==> config.mk <==
export PLATFORM = sky130hd
export DESIGN_NAME = spi_reg_front
export DESIGN_NICKNAME = d
export VERILOG_FILES = /design/src/rtl/spi_regif_pkg.sv /design/src/rtl/spi_rd_latch.sv /design/src/rtl/spi_wr_stage.sv /design/src/rtl/spi_tx_fifo.sv /design/src/rtl/spi_reg_front.sv
export SDC_FILE = /design/constraint.sdc
export NUM_CORES = 1
export LEC_CHECK = 0
export ABC_AREA = 0
export ABC_CLOCK_PERIOD_IN_PS = 6200
export BUFFER_PORTS_ARGS = -buffer_cell sky130_fd_sc_hd__buf_2
export CAP_MARGIN = 20
export CORE_UTILIZATION = 39
export CTS_BUF_LIST = sky130_fd_sc_hd__clkbuf_4 sky130_fd_sc_hd__clkbuf_8 sky130_fd_sc_hd__clkbuf_16
export CTS_CLUSTER_SIZE = 14
export DETAILED_ROUTE_END_ITERATION = 8
export GPL_TIMING_DRIVEN = 0
export PLACE_DENSITY = 0.62
export SKIP_LAST_GASP = 1
export SLEW_MARGIN = 20
export SYNTH_ARGS = -nofsm -noshare
export SYNTH_HDL_FRONTEND = slang
export SYNTH_SLANG_ARGS = --single-unit
==> constraint.sdc <==
create_clock -name clk -period 6.2 [get_ports clk]
set_clock_uncertainty 0.15 [all_clocks]
set_input_delay 1.86 -clock clk [delete_from_list [all_inputs] [get_ports clk]]
set_output_delay 1.86 -clock clk [all_outputs]
set_load 0.01 [all_outputs]
==> src/rtl/spi_regif_pkg.sv <==
package spi_regif_pkg;

    localparam int BYTE_W = 8;
    localparam int WORD_W = 2 * BYTE_W;

    localparam logic [2:0] ADR_DLO  = 3'd0;
    localparam logic [2:0] ADR_DHI  = 3'd1;
    localparam logic [2:0] ADR_MLO  = 3'd2;
    localparam logic [2:0] ADR_MHI  = 3'd3;
    localparam logic [2:0] ADR_CTRL = 3'd4;
    localparam logic [2:0] ADR_STAT = 3'd5;

    typedef enum logic {
        BYTE_LO = 1'b0,
        BYTE_HI = 1'b1
    } byte_sel_e;

    typedef struct packed {
        logic              valid;
        logic [BYTE_W-1:0] data;
    } stage_byte_t;

    typedef struct packed {
        logic master;
        logic wide;
    } ctrl_t;

    typedef struct packed {
        logic full;
        logic empty;
        logic ovf;
    } status_t;

    function automatic logic [BYTE_W-1:0] pick_byte(input logic [WORD_W-1:0] w,
                                                    input byte_sel_e sel);
        return (sel == BYTE_HI) ? w[WORD_W-1:BYTE_W] : w[BYTE_W-1:0];
    endfunction

endpackage

==> src/rtl/spi_rd_latch.sv <==
module spi_rd_latch
    import spi_regif_pkg::*;
(
    input  logic              clk,
    input  logic              rst,
    input  logic              clear,
    input  logic              rd_en,
    input  byte_sel_e         sel,
    input  logic [WORD_W-1:0] live,
    output logic [WORD_W-1:0] view
);

    logic              held;
    byte_sel_e         first_sel;
    logic [WORD_W-1:0] cap;

    always_ff @(posedge clk) begin
        if (rst || clear) begin
            held      <= 1'b0;
            first_sel <= BYTE_LO;
            cap       <= '0;
        end else if (rd_en) begin
            if (!held) begin
                cap       <= live;
                held      <= 1'b1;
                first_sel <= sel;
            end else if (sel != first_sel) begin
                held <= 1'b0;
            end
        end
    end

    always_comb view = held ? cap : live;

    AST_HELD_WORD_FROZEN: assert property (@(posedge clk) disable iff (rst)
        ($past(held) && held) |-> (view == $past(view))) else $error("frozen word moved");

endmodule

==> src/rtl/spi_wr_stage.sv <==
module spi_wr_stage
    import spi_regif_pkg::*;
(
    input  logic              clk,
    input  logic              rst,
    input  logic              clear,
    input  logic              wr_en,
    input  byte_sel_e         sel,
    input  logic [BYTE_W-1:0] din,
    output logic              commit,
    output logic [WORD_W-1:0] word,
    output logic              pending
);

    stage_byte_t lo_q;
    stage_byte_t hi_q;

    always_comb begin
        commit  = wr_en && ((sel == BYTE_HI) ? lo_q.valid : hi_q.valid);
        word    = (sel == BYTE_HI) ? {din, lo_q.data} : {hi_q.data, din};
        pending = lo_q.valid || hi_q.valid;
    end

    always_ff @(posedge clk) begin
        if (rst || clear) begin
            lo_q <= '0;
            hi_q <= '0;
        end else if (wr_en) begin
            if (commit) begin
                lo_q.valid <= 1'b0;
                hi_q.valid <= 1'b0;
            end else if (sel == BYTE_HI) begin
                hi_q <= '{valid: 1'b1, data: din};
            end else begin
                lo_q <= '{valid: 1'b1, data: din};
            end
        end
    end

    AST_ONE_HALF_STAGED: assert property (@(posedge clk) disable iff (rst)
        !(lo_q.valid && hi_q.valid)) else $error("both halves staged without commit");

    AST_COMMIT_NEEDS_PARTNER: assert property (@(posedge clk) disable iff (rst)
        commit |-> pending) else $error("commit with nothing staged");

endmodule

==> src/rtl/spi_tx_fifo.sv <==
module spi_tx_fifo
    import spi_regif_pkg::*;
#(
    parameter int DEPTH = 8
) (
    input  logic              clk,
    input  logic              rst,
    input  logic              flush,
    input  logic              single,
    input  logic              push,
    input  logic [WORD_W-1:0] din,
    input  logic              pop,
    output logic              valid,
    output logic [WORD_W-1:0] dout,
    output logic              full,
    output logic              empty,
    output logic              drop
);

    localparam int AW = (DEPTH > 1) ? $clog2(DEPTH) : 1;
    localparam int CW = $clog2(DEPTH + 1);
    localparam logic [CW-1:0] CAP_FULL = CW'(DEPTH);
    localparam logic [AW-1:0] LAST     = AW'(DEPTH - 1);

    logic [WORD_W-1:0] mem [DEPTH];
    logic [AW-1:0]     rd_ptr;
    logic [AW-1:0]     wr_ptr;
    logic [CW-1:0]     count;
    logic [CW-1:0]     cap;
    logic              do_push;
    logic              do_pop;

    always_comb begin
        cap     = single ? CW'(1) : CAP_FULL;
        full    = (count >= cap);
        empty   = (count == '0);
        valid   = !empty;
        dout    = mem[rd_ptr];
        do_push = push && !full;
        do_pop  = pop && !empty;
        drop    = push && full;
    end

    always_ff @(posedge clk) begin
        if (do_push && !flush && !rst) mem[wr_ptr] <= din;
    end

    always_ff @(posedge clk) begin
        if (rst || flush) begin
            rd_ptr <= '0;
            wr_ptr <= '0;
            count  <= '0;
        end else begin
            if (do_push) wr_ptr <= (wr_ptr == LAST) ? '0 : wr_ptr + AW'(1);
            if (do_pop)  rd_ptr <= (rd_ptr == LAST) ? '0 : rd_ptr + AW'(1);
            case ({do_push, do_pop})
                2'b10:   count <= count + CW'(1);
                2'b01:   count <= count - CW'(1);
                default: count <= count;
            endcase
        end
    end

    AST_FIFO_BOUND: assert property (@(posedge clk) disable iff (rst)
        count <= CAP_FULL) else $error("queue count beyond depth");

    AST_DROP_KEEPS_COUNT: assert property (@(posedge clk) disable iff (rst)
        (push && full && !pop && !flush) |=> (count == $past(count))) else $error("dropped push stored");

endmodule

==> src/rtl/spi_reg_front.sv <==
module spi_reg_front
    import spi_regif_pkg::*;
#(
    parameter int FIFO_DEPTH = 8
) (
    input  logic        clk,
    input  logic        rst,
    input  logic [2:0]  cpu_addr,
    input  logic        cpu_wr,
    input  logic        cpu_rd,
    input  logic [7:0]  cpu_wdata,
    output logic [7:0]  cpu_rdata,
    input  logic        fifo_en,
    input  logic [15:0] rx_word,
    output logic        tx_valid,
    output logic [15:0] tx_data,
    input  logic        tx_pop,
    output logic [15:0] match_value,
    output logic        core_abort
);

    ctrl_t             ctrl_q;
    ctrl_t             ctrl_new;
    logic              ovf_q;
    logic              abort_q;
    logic [WORD_W-1:0] match_q;

    logic wr_dlo, wr_dhi, wr_mlo, wr_mhi, wr_ctrl;
    logic rd_data;
    logic width_flip, flush;

    logic              d_commit, d_pending, m_commit, m_pending;
    logic [WORD_W-1:0] d_word, m_word;
    logic [WORD_W-1:0] rd_view;

    logic              push_req;
    logic [WORD_W-1:0] push_word;
    logic              q_full, q_empty, q_drop;
    status_t           stat;
    logic              unused_wbits;

    always_comb begin
        wr_dlo     = cpu_wr && (cpu_addr == ADR_DLO);
        wr_dhi     = cpu_wr && (cpu_addr == ADR_DHI);
        wr_mlo     = cpu_wr && (cpu_addr == ADR_MLO);
        wr_mhi     = cpu_wr && (cpu_addr == ADR_MHI);
        wr_ctrl    = cpu_wr && (cpu_addr == ADR_CTRL);
        rd_data    = cpu_rd && ctrl_q.wide &&
                     ((cpu_addr == ADR_DLO) || (cpu_addr == ADR_DHI));
        ctrl_new   = cpu_wdata[1:0];
        width_flip = wr_ctrl && (ctrl_new.wide != ctrl_q.wide);
        flush      = width_flip && ctrl_q.master;
        unused_wbits = ^cpu_wdata[7:2];
    end

    spi_rd_latch u_rd_latch (
        .clk   (clk),
        .rst   (rst),
        .clear (width_flip),
        .rd_en (rd_data),
        .sel   ((cpu_addr == ADR_DHI) ? BYTE_HI : BYTE_LO),
        .live  (rx_word),
        .view  (rd_view)
    );

    spi_wr_stage u_data_stage (
        .clk     (clk),
        .rst     (rst),
        .clear   (width_flip),
        .wr_en   (ctrl_q.wide && (wr_dlo || wr_dhi)),
        .sel     (wr_dhi ? BYTE_HI : BYTE_LO),
        .din     (cpu_wdata),
        .commit  (d_commit),
        .word    (d_word),
        .pending (d_pending)
    );

    spi_wr_stage u_match_stage (
        .clk     (clk),
        .rst     (rst),
        .clear   (width_flip),
        .wr_en   (ctrl_q.wide && (wr_mlo || wr_mhi)),
        .sel     (wr_mhi ? BYTE_HI : BYTE_LO),
        .din     (cpu_wdata),
        .commit  (m_commit),
        .word    (m_word),
        .pending (m_pending)
    );

    always_comb begin
        if (ctrl_q.wide) begin
            push_req  = d_commit;
            push_word = d_word;
        end else begin
            push_req  = wr_dlo;
            push_word = {{BYTE_W{1'b0}}, cpu_wdata};
        end
    end

    spi_tx_fifo #(.DEPTH(FIFO_DEPTH)) u_tx_fifo (
        .clk    (clk),
        .rst    (rst),
        .flush  (flush),
        .single (!fifo_en),
        .push   (push_req),
        .din    (push_word),
        .pop    (tx_pop),
        .valid  (tx_valid),
        .dout   (tx_data),
        .full   (q_full),
        .empty  (q_empty),
        .drop   (q_drop)
    );

    always_ff @(posedge clk) begin
        if (rst) begin
            ctrl_q  <= '0;
            ovf_q   <= 1'b0;
            abort_q <= 1'b0;
            match_q <= '0;
        end else begin
            abort_q <= flush;
            if (wr_ctrl) ctrl_q <= ctrl_new;
            if (flush)       ovf_q <= 1'b0;
            else if (q_drop) ovf_q <= 1'b1;
            if (ctrl_q.wide && m_commit)  match_q <= m_word;
            else if (!ctrl_q.wide && wr_mlo) match_q <= {{BYTE_W{1'b0}}, cpu_wdata};
        end
    end

    always_comb begin
        stat = '{full: q_full, empty: q_empty, ovf: ovf_q};
        case (cpu_addr)
            ADR_DLO:  cpu_rdata = pick_byte(rd_view, BYTE_LO);
            ADR_DHI:  cpu_rdata = ctrl_q.wide ? pick_byte(rd_view, BYTE_HI) : '0;
            ADR_MLO:  cpu_rdata = pick_byte(match_q, BYTE_LO);
            ADR_MHI:  cpu_rdata = ctrl_q.wide ? pick_byte(match_q, BYTE_HI) : '0;
            ADR_CTRL: cpu_rdata = {6'b0, ctrl_q};
            ADR_STAT: cpu_rdata = {5'b0, stat};
            default:  cpu_rdata = '0;
        endcase
        match_value = match_q;
        core_abort  = abort_q;
    end

    AST_NARROW_NOTHING_STAGED: assert property (@(posedge clk) disable iff (rst)
        !ctrl_q.wide |-> (!d_pending && !m_pending)) else $error("stage survived width switch");

    AST_ABORT_ON_SWITCH: assert property (@(posedge clk) disable iff (rst)
        core_abort |-> (ctrl_q.wide != $past(ctrl_q.wide))) else $error("abort without width flip");

    AST_OVF_CAUSE: assert property (@(posedge clk) disable iff (rst)
        $rose(ovf_q) |-> $past(q_drop)) else $error("overflow without drop");

endmodule

==> impl_metrics.py, run 1 <==
metrics = {
    "run_status": {
        "status": "complete, no violations",
    },
    "placed_design": {
        "hpwl_um": 14500,
        "placed_cells": 1100,
        "place_congestion": 0.816,
        "place_worst_setup_slack_ns": 0.638,
        "portBuffers": 71,
    },
    "logic_synthesis": {
        "yosysSeqAreaShare": 0.610,
        "yosysWarningCount": 0,
        "syn_nets": 745,
        "yosysTopAreaCellShare": 0.420,
        "synthArstFlopShare": 0,
        "synth_cell_type_count": 50,
        "yosysTopAreaCell": "edfxtp_1",
        "syn_inst": 703,
        "yosys_register_bits": 215,
        "synthesis.area_sq_mm": 0.00916,
        "ys.flop_type": "edfxtp_1",
        "synthTopCellsByArea": "edfxtp_1, dfxtp_1, mux4_2",
        "syn_area_per_cell_sq_um": 13.0,
        "synth-edff-count": 128,
    },
    "critical_path": {
        "crit_chain": "buf_2 > inv_1 > ha_1 > or4b_4 > a21oi_1 > o31ai_1 > buf_2",
        "slowest_stage": "or4b_4",
        "start_kind": "primary input",
        "endpoint_kind": "primary output",
        "crit_top_cell": "buf_2",
        "crit_path_max_fanout": 6,
        "worstSetupPathType": "primary input to primary output",
        "slowest_delay_ns": 0.49,
        "crit_arrival_ns": 3.54,
        "required_ns": 4.19,
    },
    "clocking": {
        "cts.repair.resized": 0,
        "htree_levels": 1,
        "cts_made_buffers": 23,
        "cts_tree": "done",
        "clk_pin_slew_ns": 0.06,
        "cts_setup_buffers": 0,
        "clockBufferDepth": 3,
        "cts.hold.buffers_added": 0,
        "clk_latency_ns": 0.51,
        "cts_sinks": 215,
        "root_buffer": "clkbuf_16",
    },
    "timing": {
        "drv_slew": 0,
        "fin_ws_ns": 0.649,
        "holdWs_ns": 0.304,
        "setup_violations": 0,
        "period_minus_slack_ns": 5.55,
        "max_freq_ghz": 0.180,
        "relSlewSlack": 0.295,
        "fin_tns_setup_ns": 0,
        "rsz0062_at_grt": "false",
        "tightest_slew_ns": 1.05,
        "fin_crit_sh": 0.895,
        "hold_viol": 0,
    },
    "layout": {
        "fillers": 2119,
        "final_cell_mix": "edfxtp_1, buf_2, dfxtp_1, nand2_1, nor2_1",
        "drive_above_1_share": 0.255,
        "nNetsFinal": 854,
        "utilization": 0.473,
        "final_common_cell": "edfxtp_1",
        "final_cells": 1142,
        "diodes": 0,
        "syn_to_final_growth_pct": 18.0,
    },
    "drt": {
        "via_per_inst": 5.21,
        "wire_per_inst_um": 18.1,
        "vias": 5945,
        "drc": 0,
        "drt_first_pass_iters": 5,
        "wl_um": 20700,
        "ant_nets": 0,
        "drt_iter0_markers": 305,
    },
    "power": {
        "p_leak_nw": 3.82,
        "pwr_density_cell_mw_per_mm2": 282,
        "vdd_drop_max_mv": 0.195,
    },
    "die": {
        "io_pins": 75,
        "die_w_um": 155,
        "num_rows": 55,
        "initial_core_util": 0.401,
        "core_area_sq_mm": 0.0228,
        "dieArea_sq_mm": 0.0241,
        "die_h_um": 155,
    },
    "global_routing": {
        "grt_pass1_vias": 5884,
        "grt_pass1_wl_um": 32400,
        "overflow": 0,
        "antenna_found_initial": 1,
        "grt_max_degree": 15,
        "grt.total_usage": 0.175,
    },
    "job": {
        "drv_cap": 0,
    },
    "hold_path": {
        "worstHoldPathType": "flip-flop to flip-flop",
    },
}
-- where the power goes --
group,internal (W),switching (W),leakage [nW]
sequential,0.00151,0.00000572,1.84
combinational,0.0000713,0.0000981,1.59
clock,0.000820,0.000544,0.391
total,0.00240,0.000648,3.82
-- worst max-delay path, delay by kind of cell --
kind / cells / cell delay, ns
AOI/OAI and AO/OA: 2 / 0.60
adders and majority gates: 1 / 0.29
buffers and inverters: 3 / 0.29
and+or+nand+nor: 1 / 0.49
-- cell usage after synthesis (5+ instances only) --
master and count:
a21oi_1 42, buf_2 15, mux2i_1 59, o21ai_0 18, nand2_1 73, buf_1 5
nor3_1 5, o221ai_1 5, nand3_1 8, a211oi_1 5, mux4_2 32, mux2_2 25
nand2b_1 10, xor2_1 5, dfxtp_1 87, a21boi_0 9, clkbuf_1 29, nor2_1 69
edfxtp_1 128, a2bb2oi_1 8, ha_1 9
-- registers in the layout, indices dropped and copies added (netlist names), 2 cells and up, named ones only --
signal	cells
ctrl_q	2
match_value	16
u_data_stage.hi_q	9
u_data_stage.lo_q	9
u_match_stage.hi_q	9
u_match_stage.lo_q	9
u_rd_latch.cap	16
u_tx_fifo.count	4
u_tx_fifo.mem	128
u_tx_fifo.rd_ptr	3
u_tx_fifo.wr_ptr	3
-- final timing paths --
kind,startpoint,slack (ns),endpoint,cells after the start
max,fifo_en,0.65,cpu_rdata[2],7
max reg2reg,u_tx_fifo.count[0],2.67,u_tx_fifo.mem[3][10],7
min reg2reg,u_rd_latch.cap[14],0.30,u_rd_latch.cap[14],2
min,u_rd_latch.cap[14],0.30,u_rd_latch.cap[14],2
-- final cells by class --
| cell class | instances | area [sq um] | share of cell area |
|---|---|---|---|
| sequential | 215 | 5590 | 0.517 |
| multi-input combinational | 433 | 3380 | 0.312 |
| clock buffer | 36 | 698 | 0.0646 |
| timing repair buffer | 84 | 457 | 0.0422 |
| tap | 313 | 392 | 0.0362 |
| buffer | 51 | 219 | 0.0203 |
| clock inverter | 6 | 68.8 | 0.00637 |
| inverter | 4 | 15.0 | 0.00139 |
-- routing by layer --
metal / wire length [um] / track usage / vias to the layer above
li1: - / - / 2834
met1: 9260 / 0.233 / 2918
met2: 9940 / 0.302 / 167
met3: 1220 / 0.0287 / 24
met4: 291 / 0.0373 / 2
met5: 8 / 0 / -
-- per-stage QoR --
stage               power [W]  instance area [sq um]
global route          0.00315                  10800
detailed placement    0.00172                  10000
CTS                   0.00308                  10800
global placement      0.00172                   9910
finish                0.00305                  10800
floorplan             0.00165                   9160
-- logic make-up after synthesis --
group / count (synthesis) / share of synthesized area
flip-flops: 215 / 0.610
AND/OR/NAND/NOR: 196 / 0.0993
multiplexers: 116 / 0.174
AO/OA/AOI/OAI: 107 / 0.0746
buffers and inverters: 55 / 0.0255
adder cells (fa/ha/maj): 9 / 0.0123
XOR/XNOR: 5 / 0.00478
(Power assumes the default switching activity.)
==> run 2: changes to the inputs <==
- ABC_CLOCK_PERIOD_IN_PS: 6200 -> 4900
- GPL_ROUTABILITY_DRIVEN: unset -> 0
- PLACE_DENSITY: 0.62 -> 0.64
- clock period: 6.2 -> 4.9 ns (I/O delays scaled with it)
==> run 2 against run 1 <==
Effect of this change:
- register-to-register slack worse by 1.2 ns
- via count down 0.94%
- design area up 0.12%
- sequential share of layout area down 0.060 points
- non-clock buffer count down 1
==> impl_metrics.py, run 2 (same netlist as run 1, synthesis figures left out) <==
metrics = {
    "run_status": {
        "status": "complete, no violations",
    },
    "critical_path": {
        "timing.rr.start": "u_tx_fifo.count[0]",
        "worstSetupPathType": "primary input to primary output",
        "reg2reg_to": "u_tx_fifo.count[2]",
        "reg2reg_depth": 12,
        "start_kind": "primary input",
        "rrSetupSlack_ns": 1.48,
        "critPathLaunch": "fifo_en",
        "required_ns": 3.28,
        "endpoint_kind": "primary output",
        "crit_path_max_fanout": 6,
        "crit_arrival_ns": 3.17,
    },
    "timing": {
        "setup_violations": 0,
        "relSlewSlack": 0.275,
        "fin_ws_ns": 0.107,
        "hold_viol": 0,
        "period_minus_slack_ns": 4.79,
        "rsz0062_at_grt": "false",
        "fin_tns_setup_ns": 0,
        "max_freq_ghz": 0.209,
        "drv_slew": 0,
        "tightest_slew_ns": 1.08,
        "fin_crit_sh": 0.978,
    },
    "drt": {
        "via_per_inst": 5.15,
        "drt_iter0_markers": 406,
        "drc": 0,
        "wl_um": 20900,
        "vias": 5889,
        "wire_per_inst_um": 18.3,
        "ant_nets": 0,
        "drt_first_pass_iters": 5,
    },
    "clocking": {
        "clk_latency_ns": 0.52,
        "root_buffer": "clkbuf_16",
        "cts_sinks": 215,
        "cts.repair.resized": 0,
        "cts_made_buffers": 24,
        "cts_tree": "done",
        "clockBufferDepth": 3,
        "cts_setup_buffers": 0,
        "htree_levels": 1,
        "cts.hold.buffers_added": 0,
        "clk_pin_slew_ns": 0.06,
    },
    "layout": {
        "largest-register": "u_tx_fifo.mem",
        "nNetsFinal": 854,
        "syn_to_final_growth_pct": 18.1,
        "largest_register_ffs": 128,
        "final_common_cell": "edfxtp_1",
        "drive_above_1_share": 0.248,
        "final_cell_mix": "edfxtp_1, dfxtp_1, buf_2, nand2_1, nor2_1",
        "utilization": 0.474,
    },
    "global_routing": {
        "grt_pass1_wl_um": 32200,
        "antenna_found_initial": 2,
        "overflow": 0,
        "met1_usage": 0.231,
        "grt_pass1_vias": 5685,
        "grt.busiest_layer": "met2",
        "grt_max_degree": 14,
        "grt.total_usage": 0.175,
        "gr-usage-met2": 0.297,
        "met3_usage": 0.0306,
    },
    "placed_design": {
        "portBuffers": 71,
        "hpwl_um": 14500,
        "place_worst_setup_slack_ns": 0.0772,
    },
    "hold_path": {
        "hold_path_depth": 2,
        "hp-start": "u_rd_latch.cap[12]",
        "worstHoldPathType": "flip-flop to flip-flop",
        "hold_end": "u_rd_latch.cap[12]",
    },
    "die": {
        "dieArea_sq_mm": 0.0241,
        "initial_core_util": 0.401,
        "num_rows": 55,
        "die_w_um": 155,
        "core_area_sq_mm": 0.0228,
        "io_pins": 75,
        "die_h_um": 155,
    },
    "job": {
        "drv_cap": 0,
    },
    "power": {
        "finalPower_w": 0.00383,
        "pwr_density_cell_mw_per_mm2": 353,
        "p_leak_nw": 3.80,
        "vdd_drop_max_mv": 0.237,
    },
}
[run 2: metal layers]
metal  up-vias  share of wire
li1       2842              -
met1      2877           0.46
met2       139           0.48
met3        29          0.050
met4         2          0.017
met5         -        0.00053
[run 2: final cells by class]
cell class | instances | area, sq um
antenna | 1 | 2.50
buffer | 51 | 219
clock buffer | 31 | 653
clock inverter | 13 | 96.3
fill | 2080 | 12000
inverter | 4 | 15.0
multi-input combinational | 433 | 3380
sequential | 215 | 5590
tap | 313 | 392
timing repair buffer | 83 | 475
[run 2: worst max path at each step]
stage | to | slack, ns | depth (start not counted)
final | cpu_rdata[2] | 0.11 | 7
after global placement | u_tx_fifo.mem[4][9] | -1.06 | 7
after CTS | cpu_rdata[2] | 0.08 | 7
after detailed placement | cpu_rdata[2] | 0.08 | 7
after global routing | cpu_rdata[2] | 0.02 | 7
after floorplan | u_tx_fifo.mem[2][0] | 0.34 | 6
[run 2: worst max-delay path, stage by stage]
cell and delay [ns]:
buf_2 0.07, inv_1 0.05, ha_1 0.28, or4b_4 0.49, a21oi_1 0.46, o31ai_1 0.18, buf_2 0.17
[run 2: power breakdown]
part	switching [W]	internal, W
clock	0.000699	0.000994
sequential	0.00000717	0.00191
combinational	0.000124	0.0000902
total	0.000831	0.00300
[run 2: metrics by stage]
stage / instances / area [sq um] / hold WS [ns]
after global placement: 1087 / 9910 / 0.291
after CTS: 1143 / 10800 / 0.301
after floorplan: 703 / 9170 / 0.283
after global routing: 1143 / 10800 / 0.327
after detailed placement: 1099 / 10100 / 0.293
final: 1144 / 10800 / 0.301
==> run 3: changes to the inputs <==
- CORE_UTILIZATION: 39 -> 54
- PLACE_DENSITY: 0.64 -> 0.82
==> run 3 against run 2 <==
Effect of this change:
- worst hold slack better by 0.0031 ns
- design area down 1.2%
- cell count decreased by 8.5%
- critical path depth unchanged
- first-iteration DRC count decreased by 6.7%
- routed wire length is 1.7% lower
- worst setup slack better by 0.059 ns
- via count up 3.2%
- register-to-register slack improved by 0.04 ns
- sequential share of layout area rose by 0.61 points
- fmax grew 1.2%
- global-route usage up 6.4 points
- largest power group unchanged
- highest routed layer is now met4
==> impl_metrics.py, run 3 (same netlist as run 1, synthesis figures left out) <==
metrics = {
    "layout": {
        "largest-register": "u_tx_fifo.mem",
        "final_area_sq_mm": 0.0107,
        "final_common_cell": "edfxtp_1",
        "nNetsFinal": 853,
        "largest_register_ffs": 128,
        "final_cell_mix": "edfxtp_1, dfxtp_1, buf_2, nand2_1, nor2_1",
        "utilization": 0.645,
        "drive_above_1_share": 0.247,
        "diodes": 0,
        "syn_to_final_growth_pct": 16.8,
    },
    "timing": {
        "drv_slew": 0,
        "rsz0062_at_grt": "false",
        "fin_crit_sh": 0.966,
        "tightest_slew_ns": 1.08,
        "holdWs_ns": 0.304,
        "period_minus_slack_ns": 4.73,
        "max_freq_ghz": 0.211,
        "hold_viol": 0,
        "setup_violations": 0,
        "relSlewSlack": 0.274,
        "fin_ws_ns": 0.166,
    },
    "critical_path": {
        "endpoint_kind": "primary output",
        "required_ns": 3.28,
        "crit_arrival_ns": 3.11,
        "crit_path_max_fanout": 6,
        "reg2reg_depth": 12,
        "slowest_stage": "or4b_4",
        "worstSetupPathType": "primary input to primary output",
        "slowest_delay_ns": 0.49,
        "rrSetupSlack_ns": 1.52,
        "crit_chain": "buf_2 > inv_1 > ha_1 > or4b_4 > a21oi_1 > o31ai_1 > buf_2",
        "crit_top_cell": "buf_2",
        "start_kind": "primary input",
    },
    "die": {
        "num_rows": 47,
        "core_area_sq_mm": 0.0166,
        "die_h_um": 132,
        "initial_core_util": 0.552,
        "dieArea_sq_mm": 0.0175,
        "io_pins": 75,
        "die_w_um": 132,
    },
    "clocking": {
        "cts.hold.buffers_added": 0,
        "clockBufferDepth": 3,
        "cts.repair.resized": 0,
        "cts_sinks": 215,
        "cts_setup_buffers": 0,
        "htree_levels": 1,
        "cts_made_buffers": 22,
        "cts_tree": "done",
        "clk_pin_slew_ns": 0.06,
        "clk_latency_ns": 0.51,
        "root_buffer": "clkbuf_16",
    },
    "placed_design": {
        "post_dp_cell_area_sq_mm": 0.00996,
        "portBuffers": 71,
        "hpwl_um": 14100,
        "place_worst_setup_slack_ns": 0.159,
    },
    "global_routing": {
        "overflow": 0,
        "grt.total_usage": 0.238,
        "grt_max_degree": 15,
        "antenna_found_initial": 0,
        "grt_pass1_vias": 6072,
        "grt_pass1_wl_um": 32200,
    },
    "power": {
        "vdd_drop_max_mv": 0.278,
        "pwr_density_cell_mw_per_mm2": 357,
        "p_leak_nw": 3.80,
    },
    "drt": {
        "drc": 0,
        "drt_first_pass_iters": 5,
        "vias": 6077,
        "drt_iter0_markers": 379,
        "wl_um": 20500,
        "wire_per_inst_um": 19.6,
        "ant_nets": 0,
        "via_per_inst": 5.80,
    },
    "hold_path": {
        "hold_path_depth": 2,
        "worstHoldPathType": "flip-flop to flip-flop",
    },
    "job": {
        "drv_cap": 0,
    },
    "run_status": {
        "status": "complete, no violations",
    },
}
[run 3: power by group]
| group | leakage [nW] | internal (W) | switching [W] | total (W) |
|---|---|---|---|---|
| combinational | 1.60 | 0.0000904 | 0.000123 | 0.000213 |
| clock | 0.364 | 0.00101 | 0.000675 | 0.00168 |
| sequential | 1.84 | 0.00191 | 0.00000778 | 0.00192 |
[run 3: final cells by class]
class	count	area (sq um)
timing repair buffer	84	484
tap	220	275
fill	1245	5890
multi-input combinational	433	3380
sequential	215	5590
clock inverter	14	153
buffer	51	219
clock buffer	26	581
inverter	4	15.0
[run 3: worst paths after layout]
path	to	start
worst max register to register	u_tx_fifo.count[2]	u_tx_fifo.count[0]
worst min-delay path	u_rd_latch.cap[12]	u_rd_latch.cap[12]
worst max-delay path	cpu_rdata[2]	fifo_en
worst min register to register	u_rd_latch.cap[12]	u_rd_latch.cap[12]
[run 3: stage by stage]
stage	TNS (ns)	std cells	total power, W
floorplan	0	703	0.00209
global placement	-57.39	994	0.00216
detailed placement	0	1006	0.00217
CTS	0	1046	0.00384
global route	0	1047	0.00392
finish	0	1047	0.00381
[run 3: worst max-delay path: cells and delay by family]
kind / cells / cell delay [ns]
compound gates: 2 / 0.59
fa+ha+maj: 1 / 0.28
buf+inv: 3 / 0.29
simple gates: 1 / 0.49
[run 3: metal layers]
metal,wire length (um),track usage
met4,448,0.0830
met5,0,0
met2,10400,0.419
met3,1280,0.0369
met1,8370,0.300
